`src/rtl/sbb_pkg.sv`:
```
package sbb_pkg;

  typedef struct packed {
    logic c;
    logic z;
    logic s;
    logic v;
    logic d;
    logic h;
  } sbb_flags_t;

  localparam sbb_flags_t FLAGS_CLEAR = '{c: 1'b0, z: 1'b0, s: 1'b0,
                                         v: 1'b0, d: 1'b0, h: 1'b0};

endpackage

```
`src/rtl/sbb_addsub_core.sv`:
```
// Ripple adder computing a + ~b + ~bin, exposing the nibble and top carries.
module sbb_addsub_core #(
  parameter int WIDTH    = 8,
  parameter int HALF_BIT = 4
) (
  input  logic [WIDTH-1:0] a_i,
  input  logic [WIDTH-1:0] b_i,
  input  logic             bin_i,
  output logic [WIDTH-1:0] sum_o,
  output logic             carry_half_o,
  output logic             carry_top_o
);

  logic [WIDTH:0]   chain;
  logic [WIDTH-1:0] b_inv;

  assign chain[0] = ~bin_i;
  assign b_inv    = ~b_i;

  for (genvar i = 0; i < WIDTH; i++) begin : g_bit
    assign sum_o[i]     = a_i[i] ^ b_inv[i] ^ chain[i];
    assign chain[i + 1] = (a_i[i] & b_inv[i]) | (a_i[i] & chain[i]) |
                          (b_inv[i] & chain[i]);
  end

  assign carry_half_o = chain[HALF_BIT];
  assign carry_top_o  = chain[WIDTH];

endmodule

```
`src/rtl/sbb_flag_gen.sv`:
```
module sbb_flag_gen
  import sbb_pkg::*;
#(
  parameter int WIDTH = 8
) (
  input  logic             dst_msb_i,
  input  logic             src_msb_i,
  input  logic [WIDTH-1:0] sum_i,
  input  logic             carry_half_i,
  input  logic             carry_top_i,
  output sbb_flags_t       flags_o
);

  logic res_msb;
  assign res_msb = sum_i[WIDTH-1];

  always_comb begin
    flags_o.c = ~carry_top_i;
    flags_o.z = (sum_i == '0);
    flags_o.s = res_msb;
    flags_o.v = (dst_msb_i ^ src_msb_i) & ~(res_msb ^ src_msb_i);
    flags_o.d = 1'b1;
    flags_o.h = ~carry_half_i;
  end

endmodule

```
`src/rtl/sbb_out_stage.sv`:
```
module sbb_out_stage
  import sbb_pkg::*;
#(
  parameter int WIDTH   = 8,
  parameter bit REG_OUT = 1'b1
) (
  input  logic             clk_i,
  input  logic             rst_i,
  input  logic             en_i,
  input  logic [WIDTH-1:0] res_d_i,
  input  sbb_flags_t       flags_d_i,
  output logic [WIDTH-1:0] res_q_o,
  output sbb_flags_t       flags_q_o
);

  if (REG_OUT) begin : g_reg
    always_ff @(posedge clk_i) begin
      if (rst_i) begin
        res_q_o   <= '0;
        flags_q_o <= FLAGS_CLEAR;
      end else if (en_i) begin
        res_q_o   <= res_d_i;
        flags_q_o <= flags_d_i;
      end
    end
  end else begin : g_comb
    logic unused_ctl;
    assign unused_ctl = clk_i ^ rst_i ^ en_i;
    assign res_q_o    = res_d_i;
    assign flags_q_o  = flags_d_i;
  end

endmodule

```
`src/rtl/sbb_alu.sv`:
```
module sbb_alu
  import sbb_pkg::*;
#(
  parameter int WIDTH    = 8,
  parameter int HALF_BIT = WIDTH / 2,
  parameter bit REG_OUT  = 1'b1
) (
  input  logic             clk_i,
  input  logic             rst_i,
  input  logic             en_i,
  input  logic [WIDTH-1:0] dst_i,
  input  logic [WIDTH-1:0] src_i,
  input  logic             cin_i,
  output logic [WIDTH-1:0] res_o,
  output logic             c_o,
  output logic             z_o,
  output logic             s_o,
  output logic             v_o,
  output logic             d_o,
  output logic             h_o
);

  localparam int MSB = WIDTH - 1;

  logic [WIDTH-1:0] sum;
  logic             carry_half;
  logic             carry_top;
  sbb_flags_t       flags_d;
  sbb_flags_t       flags_q;

  sbb_addsub_core #(.WIDTH(WIDTH), .HALF_BIT(HALF_BIT)) u_core (
    .a_i          (dst_i),
    .b_i          (src_i),
    .bin_i        (cin_i),
    .sum_o        (sum),
    .carry_half_o (carry_half),
    .carry_top_o  (carry_top)
  );

  sbb_flag_gen #(.WIDTH(WIDTH)) u_flags (
    .dst_msb_i    (dst_i[MSB]),
    .src_msb_i    (src_i[MSB]),
    .sum_i        (sum),
    .carry_half_i (carry_half),
    .carry_top_i  (carry_top),
    .flags_o      (flags_d)
  );

  sbb_out_stage #(.WIDTH(WIDTH), .REG_OUT(REG_OUT)) u_out (
    .clk_i     (clk_i),
    .rst_i     (rst_i),
    .en_i      (en_i),
    .res_d_i   (sum),
    .flags_d_i (flags_d),
    .res_q_o   (res_o),
    .flags_q_o (flags_q)
  );

  assign c_o = flags_q.c;
  assign z_o = flags_q.z;
  assign s_o = flags_q.s;
  assign v_o = flags_q.v;
  assign d_o = flags_q.d;
  assign h_o = flags_q.h;

endmodule

```
`config.mk`:
```
export PLATFORM = sky130hd
export DESIGN_NAME = sbb_alu
export DESIGN_NICKNAME = d
export VERILOG_FILES = /design/src/rtl/sbb_pkg.sv /design/src/rtl/sbb_addsub_core.sv /design/src/rtl/sbb_flag_gen.sv /design/src/rtl/sbb_out_stage.sv /design/src/rtl/sbb_alu.sv
export SDC_FILE = /design/constraint.sdc
export NUM_CORES = 1
export LEC_CHECK = 0
export BUFFER_PORTS_ARGS = -buffer_cell sky130_fd_sc_hd__buf_2
export CORE_MARGIN = 2
export CORE_UTILIZATION = 43
export DETAILED_ROUTE_END_ITERATION = 10
export GPL_TIMING_DRIVEN = 0
export HOLD_SLACK_MARGIN = 0.1
export PLACE_DENSITY = 0.82
export SETUP_SLACK_MARGIN = 0.02
export SYNTH_ARGS = -nofsm -noshare
export SYNTH_HDL_FRONTEND = slang
export SYNTH_SLANG_ARGS = --single-unit
```
`constraint.sdc`:
```
create_clock -name clk_i -period 6.3 [get_ports clk_i]
set_input_delay 1.26 -clock clk_i [delete_from_list [all_inputs] [get_ports clk_i]]
set_output_delay 1.26 -clock clk_i [all_outputs]
set_load 0.02 [all_outputs]
```
==> results of run 1 <==
[cell families after synthesis]
| family | after synthesis | share of synthesized area [%] |
|---|---|---|
| AND/OR/NAND/NOR | 19 | 11.8 |
| buffers and inverters | 16 | 9.98 |
| AO/OA/AOI/OAI | 9 | 9.80 |
| flip-flops | 13 | 37.7 |
| multiplexers | 3 | 4.36 |
| adder cells (fa/ha/maj) | 9 | 25.0 |
| XOR/XNOR | 1 | 1.27 |
[flip-flops by register name (all words and copies together), names as in the netlist]
register	flops
u_out.flags_q_o	5
u_out.res_q_o	8
[worst max-delay path: stages]
cell	delay, ns
buf_2	0.10
inv_1	0.06
fa_1	0.16
inv_1	0.04
fa_1	0.37
fa_1	0.38
fa_1	0.41
fa_1	0.39
fa_1	0.40
fa_1	0.40
fa_1	0.57
nand4b_1	0.12
nor4_1	0.25
a22o_1	0.16
[power by group]
part / leakage (uW) / internal, uW / switching [uW]
combinational: 0.000356 / 26.0 / 34.3
clock: 0.0000177 / 23.6 / 30.0
sequential: 0.000108 / 89.2 / 3.59
total: 0.000481 / 139 / 67.8
[worst max-delay path by stage]
stage,startpoint,to,slack (ns),cells past startpoint
after global placement,src_i[0],u_out.flags_q_o[4]$_SDFFE_PP0P_,1.21,14
final,src_i[0],u_out.flags_q_o[4]$_SDFFE_PP0P_,1.44,14
after global routing,src_i[0],u_out.flags_q_o[4]$_SDFFE_PP0P_,1.29,14
after CTS,src_i[0],u_out.flags_q_o[4]$_SDFFE_PP0P_,1.41,14
after floorplan,src_i[0],u_out.flags_q_o[4]$_SDFFE_PP0P_,1.45,13
after detailed placement,src_i[0],u_out.flags_q_o[4]$_SDFFE_PP0P_,1.13,14
[per-layer routing]
layer	wire [um]	part of all wire [%]	up-vias	track usage (%)
li1	-	-	293	-
met1	602	42	282	19.0
met2	735	52	21	29.7
met3	65	4.6	3	2.45
met4	22	1.5	0	7.27
met5	0	0	-	0
[per-stage QoR]
stage,util (%),area (sq um)
detailed placement,58.1,875
global route,59.9,902
floorplan,-,689
finish,59.9,902
global placement,58.1,875
CTS,59.9,902
[layout by cell type, fill, tap and decap left out]
master    synthesis  layout
buf_2             1      34
nor2_1           14      14
dfxtp_1          13      13
inv_1            12      12
fa_1              8       8
a211oi_1          7       7
mux2i_1           3       3
clkbuf_4          0       3
buf_4             2       2
nand2_1           2       2
clkbuf_1          1       1
xor2_1            1       1
nor2b_1           1       1
a31oi_1           1       1
nand4b_1          1       1
nor4_1            1       1
a22o_1            1       1
ha_1              1       1
clkinv_2          0       1
[cells in the mapped netlist]
master	number	share of area [%]
ha_1	1	1.8
inv_1	12	6.5
a22o_1	1	1.3
dfxtp_1	13	38
buf_2	1	0.73
a31oi_1	1	0.91
nor2_1	14	7.6
a211oi_1	7	7.6
xor2_1	1	1.3
nand2_1	2	1.1
clkbuf_1	1	0.54
buf_4	2	2.2
fa_1	8	23
nor4_1	1	0.91
nand4b_1	1	1.3
nor2b_1	1	0.91
mux2i_1	3	4.4
[layout make-up]
class	instances	area, sq um
Tap cell	16	20.0
Buffer	4	23.8
Clock buffer	3	22.5
Fill cell	137	604
Sequential cell	13	260
Clock inverter	1	5.00
Inverter	12	45.0
Multi-Input combinational cell	41	360
Timing Repair Buffer	33	165
==> metrics.yaml, run 1 <==
final.setup.tns_ns: 0
status: "completed"
setup_slack_ns: 1.44
timing.max_slew.rel_slack_pct: 71.1
finalWirelength_um: 1430
timing.rr.start: "u_out.flags_q_o[2]$_SDFFE_PP0P_"
timing.final.setup_violations: 0
dieHeight_um: 44.0
total_count_of_hold_check_failures_in_the_final_report: 0
buffer_depth_of_the_longest_clock_path: 2
fin_nets: 137
grt.overflow.total: 0
grt_start_max_net_pins: 11
cts_tree: "built"
power_density_nw_per_um2: 229
hold_class: "flip-flop to flip-flop"
critical_path_required_ns: 6.53
floorplan.die_area_sq_um: 1940
finalWeightedCongestion: 0.759
drt_iter0_markers: 1
yosysWarningCount: 0
final_period_minus_worst_setup_slack_ns: 4.86
achievable-frequency_ghz: 0.206
synth_nets: 99
core-area_sq_um: 1510
dr_total_vias: 599
clock_sink_count: 13
floorplan.rows: 14
detailedPlace.worstSlack_ns: 1.13
vdd_drop_max_mv: 0.109
ioPinCount: 34
grt_pass1_vias: 569
cts_resized: 0
post-cts-setup-buffer-count: 0
clkLatencyLatePin_ns: 0.28
tritoncts.num_buffers: 3
worstSetupStartpointType: "input pin"
min_to: "u_out.res_q_o[1]$_SDFFE_PP0P_"
static-leakage-power_uw: 0.000481
clk_pin_slew_ns: 0.09
crit_arrival_ns: 5.09
routed_wire_length_per_instance_um: 11.6
numPlacedInstances: 119
unique_cell_type_count_in_the_yosys_netlist: 17
final_cells: 123
cts_hold_buf: 0
max_cap_viol_count: 0
critical_path.endpoint_type: "flip-flop"
final.period_utilization_pct: 77.1
htree_num_levels: 1
timing.clock.skew_ns: 0
timing.hold.worst_path_depth: 2
detail_route.drc_violations: 0
synth_area_sq_um: 689
port_buffers: 33
drive_gt1_share_pct: 37.4
cts_root_buf: "clkbuf_4"
drt-vias-per-instance: 4.87
grt_setup_unrepaired: "no"
post_synthesis_cell_count: 70
layout-area-overhead-vs-synth_pct: 30.9
place_hpwl_um: 1210
synth.ff_latch_count: 13
r2r_slack_ns: 5.54
worst_slew_pin_slew_ns: 0.433
avgSynthCellArea_sq_um: 9.85
number_of_diodes_added_for_antenna_fixing: 0
slew_violations: 0
width_of_the_die_um: 44.0
worst_r2r_path_depth: 3
track_usage_pct: 16.4
fin_total_pwr_uw: 207
initial_core_util_pct: 45.8
regToRegEndpoint: "u_out.flags_q_o[2]$_SDFFE_PP0P_"
min-delay-start: "u_out.res_q_o[1]$_SDFFE_PP0P_"
fin_worst_hold_slack_ns: 0.489
ant_nets: 0
antenna_found_initial: 0
yosysSeqAreaShare_pct: 37.7
grt_pass1_wl_um: 2340
detail_route.first_pass.iterations: 4
critPathKind: "input pin to flip-flop"
critPathMaxFanout: 3
Note: power is estimated with default switching activity, not from simulation.
==> run 2, diff against run 1 <==
Clock period 6.3 ns to 4.5 ns, I/O delays scaled along.
==> run 2 against run 1 <==
Effect of this change:
- worst hold slack worse by 0.021 ns
- wire length up 3.9%
- cell count up 0.81%
- global-route usage down 0.53 points
- design area up 2.2%
- count of clock-buffer cells in the layout up 1
- register-to-register slack worse by 1.8 ns
- sequential cell count unchanged
==> metrics.yaml, run 2 (same netlist as run 1, synthesis figures left out) <==
commonest_non_fill_non_tap_cell_in_the_layout: "buf_2"
slowest_library_cell_on_the_worst_path: "fa_1"
layout-area-overhead-vs-synth_pct: 33.8
grt_start_max_net_pins: 11  # unchanged
r2r_slack_ns: 3.73  # -1.81 ns
power_report.internal_total_uw: 199  # +43%
width_of_the_die_um: 44.0  # unchanged
clock_sink_count: 13  # unchanged
floorplan.die_area_sq_um: 1940  # unchanged
grt_setup_unrepaired: "no"
slew_violations: 0  # unchanged
p_sw_share_pct: 32.4  # -0.41 points
fin_worst_hold_slack_ns: 0.468  # -0.0210 ns
tritoncts.num_buffers: 3  # unchanged
critical_path_required_ns: 4.66  # -1.87 ns
cp_cell_sequence: "buf_2 -> inv_1 -> fa_1 -> inv_1 -> fa_1 -> fa_1 -> fa_2 -> fa_2 -> fa_1 -> fa_2 -> fa_1 -> buf_4 -> xor2_1 -> a31oi_1 -> nor2_1"
track_usage_pct: 15.9  # -0.53 points
total_count_of_hold_check_failures_in_the_final_report: 0  # unchanged
grt_pass1_wl_um: 2280  # -2.7%
hold_class: "flip-flop to flip-flop"
finalWirelength_um: 1480  # +3.9%
ioPinCount: 34  # unchanged
critical_path.endpoint_type: "flip-flop"
timing.hold.worst_path_depth: 2  # unchanged
drive_gt1_share_pct: 40.7  # +3.4 points
final_period_minus_worst_setup_slack_ns: 4.32
place_hpwl_um: 1150  # -5.5%
fin_nets: 138  # +0.73%
detail_route.drc_violations: 0  # unchanged
cts_root_buf: "clkbuf_4"
final_cells: 124  # +0.81%
worst_slew_pin_slew_ns: 0.427  # -0.00584 ns
achievable-frequency_ghz: 0.231
floorplan.rows: 14  # unchanged
worstSetupStartpointType: "input pin"
crit_arrival_ns: 4.48  # -0.61 ns
initial_core_util_pct: 45.8  # unchanged
numPlacedInstances: 119  # unchanged
biggestRegsByFlops: "u_out.res_q_o (8), u_out.flags_q_o (5)"
critical_path.n_buffers_inverters: 4  # +1
clkLatencyLatePin_ns: 0.28  # about the same
power_density_nw_per_um2: 319  # +39%
layout_common_cells: "buf_2, nor2_1, dfxtp_1"
max_reg_flops: 8  # unchanged
finalWeightedCongestion: 0.745  # -1.8%
dr_total_vias: 626  # +4.5%
worst_r2r_path_depth: 3  # unchanged
static-leakage-power_uw: 0.000481  # about the same
ant_nets: 0  # unchanged
met2_wirelength_um: 746  # +1.5%
fin_area_sq_um: 922  # +2.2%
grt.overflow.total: 0  # unchanged
drt-vias-per-instance: 5.05  # +3.7%
dieHeight_um: 44.0  # unchanged
max_cap_viol_count: 0  # unchanged
htree_num_levels: 1  # unchanged
critPathMostFrequentCell: "fa_1"
amount_of_wire_on_met3_after_detailed_routing_um: 96  # +48%
timing.final.setup_violations: 0  # unchanged
port_buffers: 33  # unchanged
clk_pin_slew_ns: 0.08  # about the same
core-area_sq_um: 1510  # unchanged
buffer_depth_of_the_longest_clock_path: 2  # unchanged
seq_power_share_pct: 44.1  # -0.8 points
family_of_cells_with_the_greatest_summed_delay_on_the_critical_path: "adder cells"
final.period_utilization_pct: 96.1
p_comb_share_pct: 30.6  # +1.4 points
min_to: "u_out.flags_q_o[1]$_SDFFE_PP0P_"
top_register: "u_out.res_q_o"
vdd_drop_max_mv: 0.138  # +27%
clock_power_share_pct: 25.2  # -0.7 points
finalCoreUtilization_pct: 61.2  # +1.3 points
nFillCells: 122  # -11%
highest_routed_layer: "met4"
slowest_delay_ns: 0.48  # -0.09 ns
wirelength_met1_um: 614  # +2.0%
dpl_cell_area_sq_um: 877  # +0.29%
critPathKind: "input pin to flip-flop"
timing.rr.start: "u_out.flags_q_o[2]$_SDFFE_PP0P_"
status: "completed"
cts_tree: "built"
drt_iter0_markers: 18  # +17
routed_wire_length_per_instance_um: 11.9  # +3.1%
regToRegEndpoint: "u_out.flags_q_o[2]$_SDFFE_PP0P_"
timing.max_slew.rel_slack_pct: 71.5  # +0.39 points
antenna_found_initial: 0  # unchanged
timing.clock.skew_ns: 0  # unchanged
critPathMaxFanout: 2  # -1
number_of_diodes_added_for_antenna_fixing: 0  # unchanged
detail_route.first_pass.iterations: 4  # unchanged
switching_power_uw: 95.3  # +41%
min-delay-start: "u_out.flags_q_o[1]$_SDFFE_PP0P_"
grt_pass1_vias: 555  # -2.5%
[run 2: cell count changes in the layout (fill, tap and decap cells not counted)]
cell | before | now
buf_4 | 2 | 3
clkbuf_1 | 1 | 2
clkinv_2 | 1 | 0
fa_1 | 8 | 5
fa_2 | 0 | 3
nor4_1 | 1 | 0
nor4_2 | 0 | 1
[run 2: worst min-delay path, stage by stage, from the launching register on]
cell	delay, ns
dfxtp_1	0.33
nor2_1	0.04
nor2_1	0.07
[run 2: final cells by class]
| cell class | instances | area, sq um | share of cell area [%] |
|---|---|---|---|
| tap | 16 | 20.0 | 2.17 |
| sequential | 13 | 260 | 28.2 |
| buffer | 4 | 23.8 | 2.58 |
| clock buffer | 4 | 26.3 | 2.85 |
| timing repair buffer | 34 | 173 | 18.7 |
| multi-input combinational | 41 | 374 | 40.6 |
| inverter | 12 | 45.0 | 4.88 |
[run 2: metrics by stage]
step                setup slack (ns)  TNS (ns)  power [uW]
global placement              -0.229    -0.330         214
floorplan                     0.0203         0         186
finish                         0.177         0         294
CTS                           0.0645         0         293
global route                  0.0410         0         307
detailed placement            -0.314    -0.477         217
[run 2: worst max path at each step]
| stage | start | to | cells past startpoint |
|---|---|---|---|
| global route | src_i[0] | u_out.flags_q_o[2]$_SDFFE_PP0P_ | 15 |
| CTS | src_i[0] | u_out.flags_q_o[4]$_SDFFE_PP0P_ | 14 |
| global placement | src_i[0] | u_out.flags_q_o[4]$_SDFFE_PP0P_ | 14 |
| floorplan | src_i[0] | u_out.flags_q_o[4]$_SDFFE_PP0P_ | 13 |
| detailed placement | src_i[0] | u_out.flags_q_o[4]$_SDFFE_PP0P_ | 14 |
| finish | src_i[0] | u_out.flags_q_o[2]$_SDFFE_PP0P_ | 15 |
[run 2: power groups by stage]
stage               registers (uW)  clock network [uW]  logic [uW]
detailed placement             132                   0        84.8
global placement               132                   0        82.5
finish                         130                74.1        90.1
floorplan                      144                   0        41.6
CTS                            130                74.0        88.9
global route                   131                78.1        98.5
[run 2: per-layer routing]
metal	global-route usage (%)	up-vias
li1	-	297
met1	19.5	293
met2	27.4	32
met3	2.45	4
met4	7.27	0
met5	0	-
[run 2: what timing repair did]
item | in CTS | in global routing
hold buffers | 0 | 0
endpoints found under the setup margin | 1 | 2
gates resized for setup | 1 | 2
buffers inserted | 1 | 0
pin swaps | 1 | 1
==> run 3, diff against run 2 <==
Settings changed: ABC_AREA set to 1, CORE_UTILIZATION 43 to 48, PLACE_DENSITY 0.82 to 0.84, SYNTH_HIERARCHICAL set to 1.
==> run 3 against run 2 <==
Effect of this change:
- die area up 15%
- global-route usage rose by 2.6 points
- design area grew 26%
- critical path depth increased by 3
- area after synthesis increased by 31%
- cell count increased by 59%
- first-iteration DRC count down 5.6%
- clock skew did not move
- via count is 30% higher
- sequential power up 8%
- worst hold slack improved by 0.0015 ns
- critical endpoint is now u_out/flags_q_o[4]$_SDFFE_PP0P_
- largest power group unchanged
- highest routed layer is now met3
==> metrics.yaml, run 3 <==
post_synth_main_area_contributors: "dfxtp_1, fa_1, inv_1, nand2_1, nor2_1"
drive_gt1_share_pct: 31.4  # -9.3 points
critPathMaxFanout: 4  # +2
synth_enable_flop_cells: 0  # unchanged
yosysMostFrequentCell: "inv_1"
grt.overflow.total: 0  # unchanged
finalWeightedCongestion: 0.725  # -2.6%
synth_commonest_cells: "inv_1, nand2_1, nor2_1, dfxtp_1, fa_1"
detail_route.drc_violations: 0  # unchanged
synth-main-ff-cell: "dfxtp_1"
yosysWarningCount: 6  # +6
numPlacedInstances: 192  # +61%
cp_cell_sequence: "buf_2 -> inv_1 -> fa_2 -> fa_2 -> fa_2 -> fa_2 -> fa_2 -> fa_2 -> fa_2 -> inv_2 -> fa_2 -> nor2_1 -> nand2_1 -> nor2_1 -> inv_1 -> nand2_1 -> nand2_1 -> nor2_2"
antenna_found_initial: 0  # unchanged
timing.clock.skew_ns: 0  # unchanged
postSynth.asyncResetShare_pct: 0  # unchanged
biggestRegsByFlops: "u_out/res_q_o (8), u_out/flags_q_o (6)"
top_register: "u_out/res_q_o"
max_cap_viol_count: 0  # unchanged
layout_common_cells: "inv_1, nand2_1, buf_2"
synth_top_area_cell: "dfxtp_1"
synth_area_sq_um: 901  # +31%
place_hpwl_um: 1450  # +27%
final_period_minus_worst_setup_slack_ns: 4.39  # +0.0717 ns
cts_hold_buf: 0  # unchanged
slew_violations: 0  # unchanged
fin_worst_hold_slack_ns: 0.470  # +0.00153 ns
slowest_library_cell_on_the_worst_path: "fa_2"
max_reg_flops: 8  # unchanged
grt_setup_unrepaired: "yes"
synth_nets: 163  # +65%
dr_total_vias: 815  # +30%
dieHeight_um: 47.3  # +7.4%
width_of_the_die_um: 47.3  # +7.4%
clk_pin_slew_ns: 0.08  # about the same
avgSynthCellArea_sq_um: 6.67  # -32%
slowest_delay_ns: 0.48  # about the same
post_synthesis_cell_count: 135  # +93%
drt_iter0_markers: 17  # -1
worstSetupStartpointType: "input pin"
ioPinCount: 34  # unchanged
critical_path_required_ns: 4.72  # +0.06 ns
hold_class: "flip-flop to flip-flop"
tritoncts.num_buffers: 3  # unchanged
critPathMostFrequentCell: "fa_2"
clkLatencyLatePin_ns: 0.27  # about the same
commonest_non_fill_non_tap_cell_in_the_layout: "inv_1"
cts_root_buf: "clkbuf_4"
grt_pass1_wl_um: 2870  # +26%
detail_route.first_pass.iterations: 4  # unchanged
routed_wire_length_per_instance_um: 9.04  # -24%
yosysSeqAreaShare_pct: 31.1  # -6.6 points
final.period_utilization_pct: 97.7  # +1.6 points
htree_num_levels: 1  # unchanged
static-leakage-power_uw: 0.000723  # +50%
timing.final.setup_violations: 0  # unchanged
synth_top_area_share_pct: 31.1  # -6.6 points
finalWirelength_um: 1780  # +20%
total_count_of_hold_check_failures_in_the_final_report: 0  # unchanged
core-area_sq_um: 1750  # +16%
ant_nets: 0  # unchanged
grt_pass1_vias: 748  # +35%
family_of_cells_with_the_greatest_summed_delay_on_the_critical_path: "adder cells"
status: "completed"
track_usage_pct: 18.5  # +2.6 points
crit_arrival_ns: 4.61  # +0.13 ns
number_of_diodes_added_for_antenna_fixing: 0  # unchanged
clock_sink_count: 14  # +1
fin_nets: 201  # +46%
final_cells: 197  # +59%
grt_start_max_net_pins: 11  # unchanged
critical_path.n_buffers_inverters: 4  # unchanged
nFillCells: 163  # +34%
vdd_drop_max_mv: 0.141  # +1.8%
unique_cell_type_count_in_the_yosys_netlist: 9  # -8
floorplan.die_area_sq_um: 2240  # +15%
layout-area-overhead-vs-synth_pct: 28.6
achievable-frequency_ghz: 0.228  # -1.6%
cts_tree: "built"
critical_path.endpoint_type: "flip-flop"
fin_area_sq_um: 1160  # +26%
synth.ff_latch_count: 14  # +1
buffer_depth_of_the_longest_clock_path: 2  # unchanged
critPathKind: "input pin to flip-flop"
floorplan.rows: 15  # +1
drt-vias-per-instance: 4.14  # -18%
finalCoreUtilization_pct: 66.4  # +5.2 points
dpl_cell_area_sq_um: 1100  # +26%
port_buffers: 32  # -3.0%
power_density_nw_per_um2: 301  # -5.4%
initial_core_util_pct: 51.6  # +5.8 points
run 3: timing repair:
item | CTS | global route
cloned | 0 | 0
pin swaps | 1 | 2
endpoints found under the setup margin | 1 | 1
setup buffers | 1 | 0
gates resized for setup | 3 | 3
run 3: metal layers:
| layer | GRT usage [%] | vias up | wire length (um) |
|---|---|---|---|
| met1 | 19.9 | 358 | 703 |
| li1 | - | 435 | - |
| met3 | 3.46 | 0 | 80 |
| met4 | 6.67 | 0 | 0 |
| met5 | 0 | - | 0 |
| met2 | 35.4 | 22 | 997 |
run 3: power by group:
| group | internal [uW] | leakage [uW] | total (uW) | switching (uW) |
|---|---|---|---|---|
| Clock | 49.2 | 0.0000210 | 88.1 | 39.0 |
| Combinational | 50.4 | 0.000586 | 121 | 70.4 |
| Sequential | 135 | 0.000116 | 140 | 5.16 |
run 3: kinds of logic (layout without fill, tap and decap cells):
| kind of cell | after synthesis | count (layout) | share of synthesized area [%] |
|---|---|---|---|
| AND/OR/NAND/NOR | 68 | 68 | 28.6 |
| flip-flops | 14 | 14 | 31.1 |
| adder cells (fa/ha/maj) | 8 | 8 | 17.8 |
| buffers and inverters | 44 | 81 | 22.1 |
| other | 1 | 1 | 0.416 |
run 3: worst paths after layout:
kind / depth (start not counted) / slack (ns) / to / from
worst min-delay path: 2 / 0.47 / u_out/res_q_o[2]$_SDFFE_PP0P_ / u_out/res_q_o[2]$_SDFFE_PP0P_
worst max register to register: 2 / 3.93 / u_out/flags_q_o[4]$_SDFFE_PP0P_ / u_out/flags_q_o[4]$_SDFFE_PP0P_
worst max-delay path: 18 / 0.11 / u_out/flags_q_o[4]$_SDFFE_PP0P_ / dst_i[0]
worst min register to register: 2 / 0.47 / u_out/res_q_o[2]$_SDFFE_PP0P_ / u_out/res_q_o[2]$_SDFFE_PP0P_
run 3: layout make-up:
class / instances / area, sq um / share of cell area [%]
Inverter: 38 / 143 / 12.3
Tap cell: 25 / 31.3 / 2.70
Buffer: 6 / 56.3 / 4.86
Clock buffer: 4 / 36.3 / 3.13
Timing Repair Buffer: 33 / 168 / 14.5
Sequential cell: 14 / 280 / 24.2
Multi-Input combinational cell: 77 / 444 / 38.3
run 3: worst min-delay path, cell delays in order, from the launching register on:
cell and delay, ns:
dfxtp_1 0.31, nor2_1 0.08, nor2_1 0.05
run 3: stage by stage:
stage | TNS, ns | setup WS (ns) | power [uW]
floorplan | 0 | 0.0258 | 224
global placement | -0.338 | -0.167 | 252
detailed placement | -0.929 | -0.343 | 259
CTS | 0 | 0.0656 | 350
global route | 0 | 0.00253 | 374
finish | 0 | 0.105 | 349
